### src/rtl/enc_tune_ctrl.sv
module enc_tune_ctrl #(
  parameter int WIDTH     = 16,
  parameter int STEP      = 20,
  parameter int INIT_WORD = 328
) (
  input  logic             clk,
  input  logic             rst_n,
  input  logic             enc_a,
  input  logic             enc_b,
  input  logic             poll_en,
  output logic [WIDTH-1:0] tune_word,
  output logic             tune_changed
);
  localparam logic [5:0] BAD = 6'h3C;
  localparam logic [WIDTH-1:0] STEP_W = WIDTH'(STEP);

  logic [1:0] sync_a, sync_b;
  logic [5:0] state, code;
  logic [1:0] pins;

  assign pins = {sync_b[1], sync_a[1]};

  always_ff @(posedge clk) begin
    if (!rst_n) begin
      sync_a <= '0;
      sync_b <= '0;
    end else begin
      sync_a <= {sync_a[0], enc_a};
      sync_b <= {sync_b[0], enc_b};
    end
  end

  always_comb begin
    code = BAD;
    case ({state[5:2], pins})
      6'h00: code = 6'h00;  6'h01: code = 6'h04;  6'h02: code = 6'h08;  6'h03: code = BAD;
      6'h04: code = 6'h00;  6'h05: code = 6'h04;  6'h06: code = BAD;    6'h07: code = 6'h12;
      6'h08: code = 6'h00;  6'h09: code = BAD;    6'h0A: code = 6'h08;  6'h0B: code = 6'h15;
      6'h0C, 6'h10, 6'h14: code = BAD;
      6'h0D, 6'h11, 6'h15: code = 6'h18;
      6'h0E, 6'h12, 6'h16: code = 6'h1C;
      6'h0F, 6'h13, 6'h17: code = 6'h0C;
      6'h18: code = 6'h21;  6'h19: code = 6'h18;  6'h1A: code = BAD;    6'h1B: code = 6'h0C;
      6'h1C: code = 6'h26;  6'h1D: code = BAD;    6'h1E: code = 6'h1C;  6'h1F: code = 6'h0C;
      6'h20, 6'h24: code = 6'h00;
      6'h21, 6'h25: code = 6'h04;
      6'h22, 6'h26: code = 6'h08;
      default: code = BAD;
    endcase
  end

  always_ff @(posedge clk) begin
    if (!rst_n) begin
      state        <= '0;
      tune_word    <= WIDTH'(INIT_WORD);
      tune_changed <= 1'b0;
    end else begin
      tune_changed <= 1'b0;
      if (poll_en) begin
        if (code == BAD) begin
          state <= {2'b00, pins, 2'b00};
        end else begin
          state <= {code[5:2], 2'b00};
          if (code[1]) tune_word <= tune_word + STEP_W;
          else if (code[0]) tune_word <= tune_word - STEP_W;
          tune_changed <= code[1] | code[0];
        end
      end
    end
  end

  assert_step_size_R4 : assert property (@(posedge clk) disable iff (!rst_n)
    tune_changed |-> (tune_word == $past(tune_word) + STEP_W ||
                      tune_word == $past(tune_word) - STEP_W));
  assert_change_flagged_R7 : assert property (@(posedge clk) disable iff (!rst_n)
    !$stable(tune_word) |-> tune_changed);
  assert_poll_only_R2 : assert property (@(posedge clk) disable iff (!rst_n)
    tune_changed |-> $past(poll_en));
  assert_state_legal_R8 : assert property (@(posedge clk) disable iff (!rst_n)
    state[1:0] == 2'b00 && state <= 6'h24);
  assert_hold_unpolled_R2 : assert property (@(posedge clk) disable iff (!rst_n)
    !poll_en |=> $stable(state));
endmodule

### config.mk
export PLATFORM = sky130hd
export DESIGN_NAME = enc_tune_ctrl
export DESIGN_NICKNAME = d
export VERILOG_FILES = /design/src/rtl/enc_tune_ctrl.sv
export SDC_FILE = /design/constraint.sdc
export NUM_CORES = 1
export LEC_CHECK = 0
export CAP_MARGIN = 30
export CORE_ASPECT_RATIO = 1.75
export CORE_MARGIN = 10
export CORE_UTILIZATION = 52
export CTS_BUF_LIST = sky130_fd_sc_hd__clkbuf_4
export DETAILED_ROUTE_END_ITERATION = 10
export PLACE_DENSITY = 0.78
export SYNTH_ARGS = -nofsm -noshare
export SYNTH_HDL_FRONTEND = slang
export SYNTH_SLANG_ARGS = --single-unit
### constraint.sdc
create_clock -name clk -period 3.1 [get_ports clk]
set_input_delay 0.465 -clock clk [delete_from_list [all_inputs] [get_ports clk]]
set_output_delay 0.465 -clock clk [all_outputs]
set_load 0.05 [all_outputs]
After elaboration in Yosys (flattened, before gate mapping)
Memory sizes are Yosys's and may differ from the RTL's. Cells that the tools add are included.

Bits in registers: 27. Memory bits (read-only): 384. Input port bits: 5. Output and inout bits: 17. Memories: 1.

$add $sub $neg: 2. Eq/ne operators: 1. Muxes and demuxes: 3. Bitwise operators: 4. Reductions and logical operators: 3.

Memory list: (name not given) (words 64, width 6, read ports 1, clocked after memory_dff 0, write ports 0, line 35) `case ({state[5:2], pins})`.

Operators by type and width (count): 2-to-1 mux 16 bit (2); adder 16 x 5 -> 16 bit (second input constant) (1); subtractor 16 x 5 -> 16 bit (second input constant) (1); == test 6 bit (second input constant) (1); 2-to-1 mux 6 bit (1); NOT 1 bit (3); AND reduction 3 bit (1); OR reduction 3 bit (1); nonzero test 2 bit (1); bitwise OR 1 bit (1).

Depth between registers and ports, before layout
Gate-level depths: netlist of the first run. An unclocked memory read counts as a cell.

Word-level depth: 4. Depth in mapped cells: 13. Depth with buffers taken out: 12.

Worst setup path after synthesis of the first run
Ideal clock, no wire load.

Kind: reg-to-reg. Start: reg sync_a[1]. End: reg tune_word[10]. Arrival: 2.826 ns. Data required time: 3.037 ns. Slack: 0.211 ns. Cell stages (with the launch flop): 13. Period minus slack after synthesis: 2.889 ns. Cell sequence: dfxtp_1 > inv_1 > ha_1 > nand3_1 > a21o_1 > inv_1 > ha_1 > nor2b_1 > o31a_1 > o21ai_0 > a21oi_1 > or4_1 > nand3_1.

Word-level cells in the longest chain between the ends: 4.

RTL lines: from (decl) (line 17) `logic [1:0] sync_a, sync_b;`; from (signal assigned) (line 28) `sync_a <= {sync_a[0], enc_a};`; memory read (64 x 6 bit) *; == test 6 bit (line 60) `if (code == BAD) begin`; NOT 1 bit (no line); AND reduction 3 bit (no line); to (signal assigned) (line 55) `tune_word <= WIDTH'(INIT_WORD);`; to (signal assigned) (line 64) `if (code[1]) tune_word <= tune_word + STEP_W;`; to (signal assigned) (line 65) `else if (code[0]) tune_word <= tune_word - STEP_W;`; to (decl) (line 11) `output logic [WIDTH-1:0] tune_word,`.

Mark *: on every way between the ends. The rest lies on a longest branch, timed or not. A chain may end at the register's enable or synchronous reset.

Worst setup path after layout of the first run
Start: reg sync_b[1]. End: reg tune_word[13].

Word-level cells in the longest chain between the ends: 4.

RTL lines: from (decl) (line 17); from (signal assigned) (line 29) `sync_b <= {sync_b[0], enc_b};`; memory read (64 x 6 bit) *; == test 6 bit (line 60); NOT 1 bit (no line); AND reduction 3 bit (no line).

Marks and branches as above.

==> impl_results.md, run 1 <==
* Setup tns final at 0 ps
* Overall routed net length at 4540 um
* Tmin final at 2867 ps
* Fmax at 348.8 MHz
* Max_slew headroom at 0.5482
* Total Power at 797.9 uW
* Wire length per cell at 15.60 um
* RSZ-0062 raised after global routing: false
* Antenna violations before repair at 0
* Critical Path Max Stage Delay at 390 ps
* Reg-to-reg critical path endpoint: tune_word[13]
* Overflow after GRT at 0
* Reg-to-reg critical path startpoint: sync_b[1]
* Critical Path Source Type: flip-flop
* Hold Path Class: flip-flop to flip-flop
* Hold_buf cts at 0
* DR pass1 iterations at 5
* Maxcap violations at 0
* Hold endpoint: sync_b[1]
* Layout cells sized above 1 at 0.06504
* Critical path arrival at 3140 ps
* Post-DP HPWL at 3554 um
* Final antenna-violating net count at 0
* Cell Count, Final, Fillers Out at 291
* Final Util at 0.6157
* Overall Global Routing Usage at 0.1462
* Reg2reg setup slack at 230 ps
* DR vias at 1748
* Clock buffer count from CTS at 3
* R2R cell count at 12
* Most used cell, CP: ha_1
* Final nets at 270
* Worst Skew at 9.976 ps
* Row count at 28
* Leakage at 0.8544 nW
* P per Cell Area at 385.3 nW/um^2
* CTS tree: yes
* Final instance area at 2071 um^2
* Synth cell types at 48
* Final-report max-slew violation count at 0
* Crit path max fanout at 11
* Die area at 6322 um^2
* Ys async rst share at 0
* IO Port Bufs at 19
* Hold Crit Depth at 1
* Syn Inst Count at 228
* Worst Setup End Kind: flip-flop
* Slack of the critical path at 232.7 ps
* Die Ht at 97.95 um
* Ys Warns at 0
* Routability-driven placement congestion ratio at 0.9198
* Endpoints failing setup at 0
* Filler Cell Count at 334
* Crit Path Category: flip-flop to flip-flop
* Core box area at 3363 um^2
* DRC at 0
* Post-Place Cells at 287
* Largest net degree at the start of global routing at 21
* Synth Flop Type: dfxtp_1
* Vias per cell at 6.007
* Synthesized area per cell at 7.919 um^2
* Peak VDD IR at 263.1 uV
* Worst-Margin Slew at 672.0 ps
* CP required at 3370 ps
* DR iter-0 viols at 37
* First-pass GRT wire length at 7714 um
* Post-synthesis sequential area ratio at 0.2550
* Antenna Cells at 0
* Number of global-route vias before repair at 1732
* Clock root cell: clkbuf_4
* Setup bufs post-CTS at 0
* Period utilization at 0.9250
* Deepest clock path buffer count at 2
* Max H-tree Level at 1
* Seq cells post-synth at 23
* Critical path, cell by cell: inv_1 -> ha_1 -> nand3_1 -> a21o_1 -> buf_4 -> ha_1 -> and3_1 -> nand2_1 -> a21oi_1 -> o211ai_1 -> a2111oi_0 -> a311o_1
* Starting Density at 0.5368
* Hold Vio Cnt, Final at 0
* Clock-pin slew on the worst setup and hold paths at 130 ps
* Dpl ws at 195.2 ps
* Status: completed
* Post-synth EDFFs at 0
* Fin Hold WS at 453.6 ps
* Clk_lat worst skew at 320 ps
* CTS sink count at 23
* Hold_sp: sync_b[0]
* Die width at 64.54 um
* Cell area after synthesis at 1805 um^2
* CP max-delay cell: ha_1
* Syn-to-layout area delta at 14.69%
* Num ports at 22
* Area after DPL at 2038 um^2
## placed cells by master (no fill, tap or decap), types with 5 or more instances in the layout
| cell | instances |
|---|---|
| a21o_1 | 10 |
| a21oi_1 | 15 |
| and2_1 | 6 |
| buf_4 | 7 |
| clkdlybuf4s50_1 | 19 |
| dfxtp_1 | 21 |
| ha_1 | 17 |
| inv_1 | 13 |
| nand2_1 | 27 |
| nand3_1 | 11 |
| nor2_1 | 12 |
| o211ai_1 | 5 |
| o21ai_0 | 9 |
| o31ai_1 | 5 |
| xnor2_1 | 6 |
## flip-flops by register name (all words and copies together), names as in the netlist
| signal | count |
|---|---|
| tune_changed | 1 |
| sync_b | 2 |
| sync_a | 2 |
| tune_word | 14 |
| state | 4 |
## cells by family (layout without fill, tap and decap cells)
group	count (synthesis)	in the layout	share of synthesized area
AND/OR/NAND/NOR	80	80	0.2266
buffers and inverters	26	43	0.06583
multiplexers	4	4	0.02911
adder cells (fa/ha/maj)	18	18	0.1289
XOR/XNOR	6	6	0.02911
other	1	2	0.002077
AO/OA/AOI/OAI	70	70	0.2633
flip-flops	23	23	0.2550
## synth_stat cells (6+ instances only)
library cell | count | area (um^2)
inv_1 | 13 | 48.80
ha_1 | 17 | 212.7
nor2_1 | 12 | 45.04
nand2_1 | 27 | 101.4
xnor2_1 | 6 | 52.55
o21ai_0 | 10 | 50.05
a21o_1 | 10 | 75.07
and2_1 | 6 | 37.54
nand3_1 | 11 | 55.05
dfxtp_1 | 23 | 460.4
a21oi_1 | 15 | 75.07
## layer usage
layer,global-route usage,routed length (um),vias up
met5,0,0,-
met4,0.08940,257,0
met3,0.03204,179,27
met2,0.2744,2491,58
met1,0.1351,1611,806
li1,-,-,857
## critical path: cells and delay by family, from the launching register on
kind / cells / cell delay, ps
compound gates: 5 / 1130
fa+ha+maj: 2 / 610
buf+inv: 2 / 310
flops: 1 / 380
simple gates: 3 / 400
## worst max path at each step
| stage | cells after the start | startpoint | slack, ps | end |
|---|---|---|---|---|
| after floorplan | 12 | sync_a[1] | 210 | tune_word[10] |
| after global placement | 12 | sync_b[1] | 280 | tune_word[13] |
| after detailed placement | 12 | sync_a[1] | 200 | tune_word[10] |
| after CTS | 12 | sync_a[1] | 80 | tune_word[10] |
| after global routing | 12 | sync_b[1] | 30 | tune_word[13] |
| final | 12 | sync_b[1] | 230 | tune_word[13] |
## repair_timing
| action | 4_1_cts | 5_1_grt |
|---|---|---|
| endpoints found under the setup margin | 0 | 4 |
| endpoints found under the hold margin | 0 | 0 |
| resized for setup | 0 | 3 |
## report_power, final
part	internal, mW	switching [mW]	total, mW
Combinational	0.127	0.186	0.313
Sequential	0.315	0.0180	0.333
Clock	0.0591	0.0923	0.151
## cell type report
class	count	area, um^2	share of cell area
Timing Repair Buffer	26	242.7	0.1172
Inverter	13	48.80	0.02356
Clock buffer	4	30.03	0.01450
Multi-Input combinational cell	180	1230	0.5940
Sequential cell	23	462.9	0.2236
Tap cell	45	56.30	0.02719
Power figures use the tool's default switching activity.
==> run 2, diff against run 1 <==
CTS_CLUSTER_SIZE = 25   (was default)
==> results of run 2 <==
No change in the layout: final DEF, timing and power equal those of run 1.
